### config.mk
export PLATFORM = sky130hd
export DESIGN_NAME = uart_buf_tx
export DESIGN_NICKNAME = d
export VERILOG_FILES = /design/src/rtl/utx_pkg.sv /design/src/rtl/utx_baud_gen.sv /design/src/rtl/utx_holdbuf.sv /design/src/rtl/utx_shifter.sv /design/src/rtl/uart_buf_tx.sv
export SDC_FILE = /design/constraint.sdc
export NUM_CORES = 1
export LEC_CHECK = 0
export ABC_AREA = 1
export ABC_CLOCK_PERIOD_IN_PS = 2400
export BUFFER_PORTS_ARGS = -buffer_cell sky130_fd_sc_hd__buf_2
export CORE_AREA = 5 5 85 87
export CTS_CLUSTER_DIAMETER = 150
export DETAILED_ROUTE_END_ITERATION = 12
export DIE_AREA = 0 0 90 92
export GPL_ROUTABILITY_DRIVEN = 1
export PLACE_DENSITY_LB_ADDON = 0.25
export SKIP_CTS_REPAIR_TIMING = 1
export SLEW_MARGIN = 15
export SYNTH_ARGS = -nofsm -noshare
export SYNTH_HDL_FRONTEND = slang
export SYNTH_SLANG_ARGS = --single-unit
### constraint.sdc
create_clock -name clk_i -period 2.4 [get_ports clk_i]
set_input_delay 0.48 -clock clk_i [delete_from_list [all_inputs] [get_ports clk_i]]
set_output_delay 0.48 -clock clk_i [all_outputs]
set_load 0.01 [all_outputs]
### src/rtl/utx_pkg.sv
package utx_pkg;
  localparam int FRAME_W = 12;
  localparam int LEN_W   = 4;

  typedef struct packed {
    logic [FRAME_W-1:0] bits;
    logic [LEN_W-1:0]   len;
  } frame_t;

  // LSB first: start, data, optional parity, stop(s)
  function automatic frame_t build_frame(input logic [7:0] d, input logic len8,
                                         input logic par_en, input logic par_odd,
                                         input logic two_stop);
    frame_t f;
    logic [LEN_W-1:0] pos;
    logic par;
    f.bits    = '1;
    f.bits[0] = 1'b0;
    pos = LEN_W'(1);
    for (int i = 0; i < 8; i++) begin
      if (i < 7 || len8) begin
        f.bits[pos] = d[i];
        pos = pos + LEN_W'(1);
      end
    end
    par = (^(len8 ? d : {1'b0, d[6:0]})) ^ par_odd;
    if (par_en) begin
      f.bits[pos] = par;
      pos = pos + LEN_W'(1);
    end
    f.len = pos + (two_stop ? LEN_W'(2) : LEN_W'(1));
    return f;
  endfunction
endpackage

### src/rtl/utx_baud_gen.sv
module utx_baud_gen #(
  parameter int DIV_W = 16,
  parameter int MOD_W = 8
) (
  input  logic             clk_i,
  input  logic             rst_ni,
  input  logic             clr_i,
  input  logic             restart_i,
  input  logic             run_i,
  input  logic [DIV_W-1:0] div_i,
  input  logic [MOD_W-1:0] mod_i,
  output logic             bit_stb_o
);
  localparam int IDX_W = (MOD_W > 1) ? $clog2(MOD_W) : 1;
  localparam int CNT_W = DIV_W + 1;

  logic [CNT_W-1:0] cnt_q, period;
  logic [IDX_W-1:0] idx_q, idx_nxt;

  assign period    = {1'b0, div_i} + CNT_W'(mod_i[idx_q]);
  assign bit_stb_o = run_i & (cnt_q == period - CNT_W'(1));

  generate
    if (MOD_W == (1 << IDX_W)) begin : g_pow2
      assign idx_nxt = idx_q + IDX_W'(1);
    end else begin : g_wrap
      assign idx_nxt = (idx_q == IDX_W'(MOD_W - 1)) ? '0 : idx_q + IDX_W'(1);
    end
  endgenerate

  always_ff @(posedge clk_i or negedge rst_ni) begin
    if (!rst_ni) begin
      cnt_q <= '0;
      idx_q <= '0;
    end else if (clr_i || restart_i || !run_i) begin
      cnt_q <= '0;
      idx_q <= '0;
    end else if (bit_stb_o) begin
      cnt_q <= '0;
      idx_q <= idx_nxt;
    end else begin
      cnt_q <= cnt_q + CNT_W'(1);
    end
  end
endmodule

### src/rtl/utx_holdbuf.sv
module utx_holdbuf #(
  parameter int DW = 8
) (
  input  logic          clk_i,
  input  logic          rst_ni,
  input  logic          clr_i,
  input  logic          wr_i,
  input  logic [DW-1:0] wr_data_i,
  input  logic          take_i,
  output logic          full_o,
  output logic [DW-1:0] data_o
);
  always_ff @(posedge clk_i or negedge rst_ni) begin
    if (!rst_ni) begin
      full_o <= 1'b0;
      data_o <= '0;
    end else if (clr_i) begin
      full_o <= 1'b0;
    end else if (wr_i) begin
      // write wins over a same-cycle take: old data leaves, new data stays
      full_o <= 1'b1;
      data_o <= wr_data_i;
    end else if (take_i) begin
      full_o <= 1'b0;
    end
  end
endmodule

### src/rtl/utx_shifter.sv
module utx_shifter
  import utx_pkg::*;
(
  input  logic   clk_i,
  input  logic   rst_ni,
  input  logic   clr_i,
  input  logic   load_i,
  input  frame_t frame_i,
  input  logic   bit_stb_i,
  output logic   busy_o,
  output logic   done_o,
  output logic   txd_o
);
  logic [FRAME_W-1:0] sh_q;
  logic [LEN_W-1:0]   rem_q;

  assign done_o = busy_o & bit_stb_i & (rem_q == LEN_W'(1));
  assign txd_o  = busy_o ? sh_q[0] : 1'b1;

  always_ff @(posedge clk_i or negedge rst_ni) begin
    if (!rst_ni) begin
      sh_q   <= '1;
      rem_q  <= '0;
      busy_o <= 1'b0;
    end else if (clr_i) begin
      sh_q   <= '1;
      rem_q  <= '0;
      busy_o <= 1'b0;
    end else if (load_i) begin
      sh_q   <= frame_i.bits;
      rem_q  <= frame_i.len;
      busy_o <= 1'b1;
    end else if (busy_o && bit_stb_i) begin
      sh_q  <= {1'b1, sh_q[FRAME_W-1:1]};
      rem_q <= rem_q - LEN_W'(1);
      if (rem_q == LEN_W'(1)) busy_o <= 1'b0;
    end
  end
endmodule

### src/rtl/uart_buf_tx.sv
module uart_buf_tx
  import utx_pkg::*;
#(
  parameter int DIV_W = 16,
  parameter int MOD_W = 8
) (
  input  logic             clk_i,
  input  logic             rst_ni,
  input  logic             soft_rst_i,
  input  logic             wr_i,
  input  logic [7:0]       wr_data_i,
  input  logic             len8_i,
  input  logic             par_en_i,
  input  logic             par_odd_i,
  input  logic             two_stop_i,
  input  logic             tx_ie_i,
  input  logic [DIV_W-1:0] baud_div_i,
  input  logic [MOD_W-1:0] baud_mod_i,
  output logic             txd_o,
  output logic             buf_empty_o,
  output logic             tx_empty_o,
  output logic             tx_irq_o
);
  logic       buf_full, busy, done, bit_stb, take;
  logic [7:0] buf_data;
  frame_t     frame;

  // transfer when idle, or exactly as the last stop bit ends
  assign take  = buf_full & (~busy | done);
  assign frame = build_frame(buf_data, len8_i, par_en_i, par_odd_i, two_stop_i);

  utx_holdbuf #(.DW(8)) u_buf (
    .clk_i     (clk_i),
    .rst_ni    (rst_ni),
    .clr_i     (soft_rst_i),
    .wr_i      (wr_i),
    .wr_data_i (wr_data_i),
    .take_i    (take),
    .full_o    (buf_full),
    .data_o    (buf_data)
  );

  utx_baud_gen #(.DIV_W(DIV_W), .MOD_W(MOD_W)) u_baud (
    .clk_i     (clk_i),
    .rst_ni    (rst_ni),
    .clr_i     (soft_rst_i),
    .restart_i (take),
    .run_i     (busy),
    .div_i     (baud_div_i),
    .mod_i     (baud_mod_i),
    .bit_stb_o (bit_stb)
  );

  utx_shifter u_shift (
    .clk_i     (clk_i),
    .rst_ni    (rst_ni),
    .clr_i     (soft_rst_i),
    .load_i    (take),
    .frame_i   (frame),
    .bit_stb_i (bit_stb),
    .busy_o    (busy),
    .done_o    (done),
    .txd_o     (txd_o)
  );

  assign buf_empty_o = ~buf_full;
  assign tx_empty_o  = ~buf_full & ~busy;
  assign tx_irq_o    = tx_ie_i & ~buf_full & ~soft_rst_i;
endmodule

==> impl_metrics.prom, run 1 <==
# TYPE chip_impl_metric gauge
chip_impl_metric{name="layout_min_cycle_time",unit="ns"} 2.956
chip_impl_metric{name="grt_first_pass_wirelength",unit="mm"} 12.39
chip_impl_metric{name="finalMaxSlewViolations",unit=""} 0
chip_impl_metric{name="initial_core_util",unit="%"} 50.83
chip_impl_metric{name="detailroute.via_count",unit=""} 2946
chip_impl_info{name="hold_path_class",value="input pin to asynchronous set/reset pin"} 1
chip_impl_metric{name="critPathMaxStageDelay",unit="ns"} 0.45
chip_impl_metric{name="die-area",unit="mm2"} 0.008280
chip_impl_metric{name="tcrit_tclk_final",unit="%"} 123.2
chip_impl_metric{name="buffer_ports.inserted",unit=""} 44
chip_impl_info{name="combinational_family_with_the_most_area_after_synthesis",value="simple AND/OR/NAND/NOR gates"} 1
chip_impl_metric{name="max_freq",unit="GHz"} 0.3383
chip_impl_metric{name="h-tree-depth",unit=""} 2
chip_impl_metric{name="post_synth_and_or_nand_nor_area_fraction",unit="%"} 35.37
chip_impl_metric{name="async_reset_ff_share",unit="%"} 100.0
chip_impl_metric{name="grt_antenna_before_repair",unit=""} 0
chip_impl_metric{name="post_synth_num_cell_types",unit=""} 39
chip_impl_info{name="grt_setup_unrepaired",value="yes"} 1
chip_impl_info{name="critical_path.slowest_cell",value="sky130_fd_sc_hd__dfrtp_2"} 1
chip_impl_metric{name="maximum_number_of_buffers_from_clock_root_to_sink",unit=""} 2
chip_impl_info{name="timing.critical_path.to",value="u_shift.rem_q[2]$_DFFE_PN0P_"} 1
chip_impl_metric{name="leakage",unit="nW"} 1.876
chip_impl_metric{name="grt_max_degree",unit=""} 22
chip_impl_metric{name="post_drt_via_cell_ratio",unit=""} 5.002
chip_impl_metric{name="syn_avg_cell_area",unit="um2"} 7.059
chip_impl_metric{name="ff2ff_setup_slack",unit="ns"} -0.56
chip_impl_info{name="mostFrequentLayoutCell",value="sky130_fd_sc_hd__nand2_1"} 1
chip_impl_metric{name="post-route-drc-count",unit=""} 0
chip_impl_metric{name="first_global_vias",unit=""} 2936
chip_impl_metric{name="worst-slew-pin-transition",unit="ns"} 0.5673
chip_impl_info{name="worstSetupPathType",value="flip-flop to flip-flop"} 1
chip_impl_metric{name="syn_to_final_growth",unit="%"} 19.53
chip_impl_metric{name="cts_made_buffers",unit=""} 5
chip_impl_metric{name="floorplan.rows",unit=""} 29
chip_impl_info{name="root_buffer",value="sky130_fd_sc_hd__clkbuf_8"} 1
chip_impl_metric{name="wirelength",unit="mm"} 7.284
chip_impl_metric{name="final_net_count",unit=""} 561
chip_impl_metric{name="clk_pin_slew",unit="ns"} 0.09
chip_impl_metric{name="synth_compound_area_share",unit="%"} 8.039
chip_impl_metric{name="finalWorstSetupSlack",unit="ns"} -0.5557
chip_impl_metric{name="ant_nets",unit=""} 0
chip_impl_metric{name="final_cell_count_no_fill",unit=""} 589
chip_impl_metric{name="seq_cells_post_synth",unit=""} 44
chip_impl_metric{name="timing.critical_path.buf_inv",unit=""} 3
chip_impl_metric{name="power.ir.vdd_worst",unit="mV"} 0.3449
chip_impl_metric{name="met2_usage",unit="%"} 32.32
chip_impl_metric{name="setup_viol",unit=""} 36
chip_impl_metric{name="finalWeightedCongestion",unit=""} 0.8450
chip_impl_metric{name="dr.first_iter.drc_count",unit=""} 97
chip_impl_metric{name="dp.final_hpwl",unit="mm"} 5.741
chip_impl_metric{name="detailed_routing_iteration_count_for_the_pre_antenna_repair_pass",unit=""} 4
chip_impl_metric{name="io_pins",unit=""} 45
chip_impl_metric{name="placed_instances",unit=""} 578
chip_impl_metric{name="cts.sink_count",unit=""} 44
chip_impl_metric{name="cp.arrival",unit="ns"} 3.20
chip_impl_info{name="worst_setup_path_end_kind",value="flip-flop"} 1
chip_impl_metric{name="avgRoutedWirePerCell",unit="um"} 12.37
chip_impl_metric{name="timing.max_slew.rel_slack",unit="%"} 62.18
chip_impl_metric{name="grt.overflow.total",unit=""} 0
chip_impl_metric{name="ys_warn_count",unit=""} 0
chip_impl_metric{name="clock_latency_at_the_later_pin_of_the_worst_skew_pair",unit="ns"} 0.30
chip_impl_metric{name="final_layout_size_suffix_gt1_share",unit="%"} 27.93
chip_impl_metric{name="critical_path_peak_fanout",unit=""} 11
chip_impl_metric{name="cp_num_cells",unit=""} 20
chip_impl_metric{name="rr_worst_depth",unit=""} 20
chip_impl_metric{name="fin_tns_setup",unit="ns"} -18.89
chip_impl_metric{name="synth_sequential_area_ratio",unit="%"} 34.90
chip_impl_metric{name="fp.coreArea",unit="mm2"} 0.006277
chip_impl_metric{name="synth_xor_xnor_area_share",unit="%"} 7.686
chip_impl_info{name="rr_startpoint",value="u_baud.idx_q[0]$_DFFE_PN0P_"} 1
chip_impl_metric{name="cp_data_required_time",unit="ns"} 2.65
chip_impl_info{name="setup.worst_path.start",value="u_baud.idx_q[0]$_DFFE_PN0P_"} 1
chip_impl_info{name="gr-max-usage-layer",value="met2"} 1
chip_impl_metric{name="grt.met1_usage",unit="%"} 20.09
chip_impl_metric{name="yosys-mux-area-fraction",unit="%"} 0.6667
chip_impl_metric{name="max-cap-violations",unit=""} 0
chip_impl_metric{name="die_w",unit="um"} 90
chip_impl_metric{name="floorplan.die.height",unit="um"} 92
chip_impl_metric{name="synth_cells",unit=""} 452
chip_impl_metric{name="finClkSkew",unit="ns"} 0.005185
chip_impl_metric{name="mappedNetlistNets",unit=""} 502
chip_impl_metric{name="synth_edf_count",unit=""} 0
chip_impl_info{name="timing.critical_path.mode_cell",value="sky130_fd_sc_hd__nand2_2"} 1
chip_impl_info{name="path_cells",value="buf_6 > mux2i_1 > o221ai_1 > o21ai_1 > ha_2 > ha_4 > a21oi_2 > nand3_1 > nor2_2 > nand2_1 > nor2_2 > nand2_2 > nor2_4 > nand2_2 > o211ai_4 > nand2_2 > inv_2 > buf_12 > nand2_2 > nand2_1"} 1
chip_impl_metric{name="power_per_cell_area",unit="mW/mm2"} 458.0
chip_impl_info{name="worst_r2r_endpoint",value="u_shift.rem_q[2]$_DFFE_PN0P_"} 1
chip_impl_info{name="most-common-layout-cells",value="sky130_fd_sc_hd__nand2_1 (115), sky130_fd_sc_hd__nor2_1 (61), sky130_fd_sc_hd__inv_1 (57)"} 1
chip_impl_metric{name="timing.final.hold_violations",unit=""} 0
chip_impl_metric{name="gr-usage-all-layers",unit="%"} 17.83
chip_impl_metric{name="synthesized_area_fraction_occupied_by_adder_cells",unit="%"} 3.765
chip_impl_info{name="run_status",value="finished, violations left"} 1
chip_impl_metric{name="grt_util_met3",unit="%"} 3.601
chip_impl_info{name="family_with_the_most_delay_on_the_worst_path",value="simple AND/OR/NAND/NOR gates"} 1
chip_impl_info{name="synth_flop_cell",value="sky130_fd_sc_hd__dfrtp_1"} 1
chip_impl_metric{name="insertedDiodeCount",unit=""} 0
chip_impl_metric{name="syn-cell-area",unit="mm2"} 0.003191
chip_impl_info{name="start_kind",value="flip-flop"} 1
chip_impl_info{name="violations",value="setup timing"} 1
chip_impl_info{name="cts_tree",value="done"} 1
==> layer usage <==
layer	wire length, um	vias to the layer above
met3	304	18
met1	3048	1342
met4	240	0
met2	3691	67
met5	0	-
li1	-	1519
==> power breakdown <==
part           internal (mW)  switching [mW]  total [mW]
Combinational          0.174           0.249       0.423
Sequential             0.792          0.0387       0.831
Clock                  0.233           0.260       0.493
Total                   1.20           0.547        1.75
==> state kept, by name (all words and copies together) (netlist names) <==
name and count:
u_baud.cnt_q 17, u_baud.idx_q 3, u_buf.data_o 8, u_buf.full_o 1
u_shift.busy_o 1, u_shift.rem_q 4, u_shift.sh_q 10
==> area by class of cell <==
| type | count | area (um2) |
|---|---|---|
| Fill cell | 592 | 2464 |
| Multi-Input combinational cell | 336 | 1872 |
| Clock buffer | 6 | 82.58 |
| Sequential cell | 44 | 1115 |
| Clock inverter | 2 | 15.01 |
| Inverter | 64 | 242.7 |
| Tap cell | 77 | 96.34 |
| Timing Repair Buffer | 60 | 390.4 |
==> stage by stage <==
| stage | power (mW) | setup WS [ns] | utilization [%] | cell area (um2) | hold WS (ns) |
|---|---|---|---|---|---|
| after global routing | 1.857 | -0.7366 | 60.75 | 3814 | 0.1628 |
| after detailed placement | 1.247 | -0.5966 | 57.42 | 3605 | 0.4669 |
| after global placement | 1.234 | -0.5342 | 57.42 | 3605 | 0.4665 |
| after floorplan | 1.107 | -0.1511 | - | 3218 | 0.1844 |
| after CTS | 1.743 | -0.5583 | 58.98 | 3702 | 0.1343 |
| final | 1.747 | -0.5557 | 60.75 | 3814 | 0.1294 |
==> how the worst min path moves through the flow <==
stage / startpoint / to / slack (ns) / depth (start not counted)
after detailed placement: rst_ni / u_buf.data_o[2]$_DFFE_PN0P_ / 0.47 / 1
after global routing: rst_ni / u_buf.data_o[2]$_DFFE_PN0P_ / 0.16 / 1
after floorplan: rst_ni / u_baud.cnt_q[0]$_DFF_PN0_ / 0.18 / 0
after global placement: rst_ni / u_buf.data_o[3]$_DFFE_PN0P_ / 0.47 / 1
after CTS: rst_ni / u_buf.data_o[2]$_DFFE_PN0P_ / 0.13 / 1
final: rst_ni / u_buf.data_o[2]$_DFFE_PN0P_ / 0.13 / 1
==> cell families after synthesis <==
logic type | Yosys count
simple gates | 258
buf+inv | 72
flops | 44
compound gates | 39
xor+xnor | 28
fa+ha+maj | 9
mux | 2
==> cells in the mapped netlist, types with 2 or more instances <==
cell type / instances / area [um2]
sky130_fd_sc_hd__a21oi_1: 8 / 40.04
sky130_fd_sc_hd__a21oi_2: 9 / 78.83
sky130_fd_sc_hd__buf_6: 4 / 45.04
sky130_fd_sc_hd__clkbuf_1: 2 / 7.510
sky130_fd_sc_hd__dfrtp_1: 34 / 850.8
sky130_fd_sc_hd__dfstp_2: 10 / 262.8
sky130_fd_sc_hd__ha_1: 8 / 100.1
sky130_fd_sc_hd__inv_1: 59 / 221.5
sky130_fd_sc_hd__inv_2: 5 / 18.77
sky130_fd_sc_hd__nand2_1: 122 / 457.9
sky130_fd_sc_hd__nand2_2: 6 / 37.54
sky130_fd_sc_hd__nand3_1: 30 / 150.1
sky130_fd_sc_hd__nand3b_1: 5 / 37.54
sky130_fd_sc_hd__nand4_1: 4 / 25.02
sky130_fd_sc_hd__nor2_1: 65 / 244.0
sky130_fd_sc_hd__nor2_2: 16 / 100.1
sky130_fd_sc_hd__nor2_4: 2 / 22.52
sky130_fd_sc_hd__nor3_1: 4 / 20.02
sky130_fd_sc_hd__o21ai_0: 13 / 65.06
sky130_fd_sc_hd__xnor2_1: 12 / 105.1
sky130_fd_sc_hd__xor2_1: 16 / 140.1
Note: power is estimated with default switching activity, not from simulation.
==> run 2, diff against run 1 <==
--- a/config.mk
+++ b/config.mk
@@ -14,6 +14,7 @@
 export DIE_AREA = 0 0 90 92
 export GPL_ROUTABILITY_DRIVEN = 1
 export PLACE_DENSITY_LB_ADDON = 0.25
+export SETUP_SLACK_MARGIN = 0.1
 export SKIP_CTS_REPAIR_TIMING = 1
 export SLEW_MARGIN = 15
 export SYNTH_ARGS = -nofsm -noshare
==> run 2 against run 1 <==
Total power rose by 11%. Count of clock-buffer cells in the layout did not move. Final area up 1.9%. The run still ends with setup timing left. Utilization grew 1.2 points. Setup slack gained 0.088 ns. Clock power is 37% higher. Non-clock buffer count grew 2. Wire length increased by 1.8%. Fmax up 3.1%.
==> impl_metrics.prom, run 2 (synthesized netlist as in run 1, its figures left out) <==
# TYPE chip_impl_metric gauge
chip_impl_metric{name="critical_path_peak_fanout",unit=""} 7
chip_impl_metric{name="grt.overflow.total",unit=""} 0
chip_impl_metric{name="initial_core_util",unit="%"} 50.83
chip_impl_metric{name="finalWorstSetupSlack",unit="ns"} -0.4675
chip_impl_metric{name="report.power.total",unit="mW"} 1.936
chip_impl_info{name="hold_path_class",value="input pin to flip-flop"} 1
chip_impl_metric{name="maximum_number_of_buffers_from_clock_root_to_sink",unit=""} 2
chip_impl_metric{name="power.ir.vdd_worst",unit="mV"} 0.3435
chip_impl_metric{name="power_per_cell_area",unit="mW/mm2"} 497.9
chip_impl_metric{name="timing.critical_path.buf_inv",unit=""} 2
chip_impl_metric{name="finalMaxSlewViolations",unit=""} 0
chip_impl_info{name="grt_setup_unrepaired",value="yes"} 1
chip_impl_metric{name="cts.sink_count",unit=""} 44
chip_impl_metric{name="final_layout_size_suffix_gt1_share",unit="%"} 26.60
chip_impl_info{name="rr_startpoint",value="u_baud.idx_q[0]$_DFFE_PN0P_"} 1
chip_impl_metric{name="h-tree-depth",unit=""} 2
chip_impl_metric{name="floorplan.die.height",unit="um"} 92
chip_impl_metric{name="post-route-drc-count",unit=""} 0
chip_impl_metric{name="layout_min_cycle_time",unit="ns"} 2.867
chip_impl_metric{name="worstHoldPathCells",unit=""} 2
chip_impl_metric{name="clock_latency_at_the_later_pin_of_the_worst_skew_pair",unit="ns"} 0.30
chip_impl_metric{name="first_global_vias",unit=""} 3018
chip_impl_metric{name="setup_viol",unit=""} 36
chip_impl_metric{name="cp.arrival",unit="ns"} 3.06
chip_impl_metric{name="leakage",unit="nW"} 1.934
chip_impl_metric{name="rr_worst_depth",unit=""} 18
chip_impl_metric{name="finClkSkew",unit="ns"} 0.006399
chip_impl_metric{name="grt_first_pass_wirelength",unit="mm"} 12.58
chip_impl_info{name="worst_hold_path.endpoint",value="u_shift.busy_o$_DFFE_PN0P_"} 1
chip_impl_metric{name="detailroute.via_count",unit=""} 2978
chip_impl_metric{name="insertedDiodeCount",unit=""} 0
chip_impl_info{name="mostFrequentLayoutCell",value="sky130_fd_sc_hd__nand2_1"} 1
chip_impl_metric{name="cts_made_buffers",unit=""} 5
chip_impl_metric{name="post_drt_via_cell_ratio",unit=""} 5.030
chip_impl_metric{name="die-area",unit="mm2"} 0.008280
chip_impl_metric{name="dp.final_hpwl",unit="mm"} 5.618
chip_impl_info{name="worst_r2r_endpoint",value="u_baud.cnt_q[14]$_DFF_PN0_"} 1
chip_impl_metric{name="gr-usage-all-layers",unit="%"} 17.94
chip_impl_info{name="register_ranked_first_by_flip_flop_count",value="u_baud.cnt_q"} 1
chip_impl_metric{name="worst-slew-pin-transition",unit="ns"} 0.5618
chip_impl_metric{name="ff2ff_setup_slack",unit="ns"} -0.47
chip_impl_metric{name="avgRoutedWirePerCell",unit="um"} 12.52
chip_impl_metric{name="syn_to_final_growth",unit="%"} 21.84
chip_impl_info{name="run_status",value="finished, violations left"} 1
chip_impl_info{name="worstSetupPathType",value="flip-flop to flip-flop"} 1
chip_impl_info{name="family_with_the_most_delay_on_the_worst_path",value="compound AO/OA/AOI/OAI gates"} 1
chip_impl_info{name="min-delay-start",value="soft_rst_i"} 1
chip_impl_metric{name="grt_max_degree",unit=""} 27
chip_impl_metric{name="timing.final.hold_violations",unit=""} 0
chip_impl_metric{name="ant_nets",unit=""} 0
chip_impl_metric{name="timing.max_slew.rel_slack",unit="%"} 62.55
chip_impl_metric{name="critPathMaxStageDelay",unit="ns"} 0.45
chip_impl_metric{name="clk_pin_slew",unit="ns"} 0.09
chip_impl_metric{name="final_net_count",unit=""} 564
chip_impl_metric{name="grt_antenna_before_repair",unit=""} 0
chip_impl_metric{name="io_pins",unit=""} 45
chip_impl_metric{name="fp.coreArea",unit="mm2"} 0.006277
chip_impl_info{name="worst_setup_path_end_kind",value="flip-flop"} 1
chip_impl_metric{name="dr.first_iter.drc_count",unit=""} 109
chip_impl_info{name="most-common-layout-cells",value="sky130_fd_sc_hd__nand2_1 (116), sky130_fd_sc_hd__nor2_1 (62), sky130_fd_sc_hd__inv_1 (58)"} 1
chip_impl_metric{name="tcrit_tclk_final",unit="%"} 119.5
chip_impl_info{name="critical_path.slowest_cell",value="sky130_fd_sc_hd__dfrtp_2"} 1
chip_impl_metric{name="max_ffs_per_register",unit=""} 17
chip_impl_info{name="start_kind",value="flip-flop"} 1
chip_impl_metric{name="floorplan.rows",unit=""} 29
chip_impl_metric{name="buffer_ports.inserted",unit=""} 44
chip_impl_info{name="cts_tree",value="done"} 1
chip_impl_metric{name="die_w",unit="um"} 90
chip_impl_metric{name="wirelength",unit="mm"} 7.412
chip_impl_metric{name="max_freq",unit="GHz"} 0.3487
chip_impl_metric{name="finalWeightedCongestion",unit=""} 0.8672
chip_impl_metric{name="placed_instances",unit=""} 578
chip_impl_info{name="largest_registers",value="u_baud.cnt_q: 17 flops, u_shift.sh_q: 10 flops, u_buf.data_o: 8 flops"} 1
chip_impl_info{name="violations",value="setup timing"} 1
chip_impl_info{name="path_cells",value="o21ai_0 > o32ai_2 > o21ai_1 > ha_2 > ha_4 > a21oi_2 > nand3_1 > nor2_2 > nand2_1 > nor2_1 > nand2_1 > nor2_4 > nand2_2 > o211ai_4 > nor2_4 > inv_4 > clkbuf_16 > nor2_2"} 1
chip_impl_info{name="root_buffer",value="sky130_fd_sc_hd__clkbuf_8"} 1
chip_impl_metric{name="max-cap-violations",unit=""} 0
chip_impl_metric{name="cp_data_required_time",unit="ns"} 2.60
chip_impl_metric{name="detailed_routing_iteration_count_for_the_pre_antenna_repair_pass",unit=""} 4
chip_impl_metric{name="final_cell_count_no_fill",unit=""} 592
[run 2: worst max path at each step]
stage | start | to | cells past startpoint | slack, ns
after global placement | baud_mod_i[1] | u_shift.sh_q[9]$_DFFE_PN1P_ | 19 | -0.47
after CTS | u_baud.idx_q[0]$_DFFE_PN0P_ | u_shift.sh_q[9]$_DFFE_PN1P_ | 19 | -0.51
final | u_baud.idx_q[0]$_DFFE_PN0P_ | u_baud.cnt_q[14]$_DFF_PN0_ | 18 | -0.47
after floorplan | u_baud.idx_q[0]$_DFFE_PN0P_ | u_shift.sh_q[8]$_DFFE_PN1P_ | 21 | -0.15
after detailed placement | baud_mod_i[6] | u_shift.sh_q[9]$_DFFE_PN1P_ | 18 | -0.53
after global routing | u_baud.idx_q[0]$_DFFE_PN0P_ | u_shift.rem_q[0]$_DFFE_PN0P_ | 19 | -0.75
[run 2: area by class of cell]
cell class | instances | area [um2]
Fill cell | 588 | 2390
Multi-Input combinational cell | 337 | 1847
Sequential cell | 44 | 1115
Timing Repair Buffer | 62 | 454.2
Inverter | 64 | 242.7
Tap cell | 77 | 96.34
Clock buffer | 6 | 72.57
Clock inverter | 2 | 60.06
[run 2: per-layer routing]
metal	track usage, %	part of all wire (%)	wire [um]	vias to the layer above
li1	-	-	-	1527
met1	19.89	42	3110	1372
met2	34.27	51	3800	68
met3	3.273	4.5	335	11
met4	5.955	2.2	165	0
met5	0	0	0	-
[run 2: where the power goes]
group	internal, mW	switching, mW
sequential	0.792	0.0372
clock	0.416	0.261
combinational	0.183	0.246
[run 2: through the flow]
stage	instance area (um2)	worst slack [ns]	hold WS (ns)	util [%]	TNS (ns)
final	3887	-0.4675	0.4149	61.93	-15.84
after global routing	3887	-0.7524	0.4036	61.93	-25.36
after CTS	3750	-0.5091	-0.02760	59.74	-15.88
after detailed placement	3617	-0.5260	0.2961	57.62	-16.80
after global placement	3617	-0.4741	0.2968	57.62	-14.60
after floorplan	3218	-0.1511	0.1844	-	-3.248
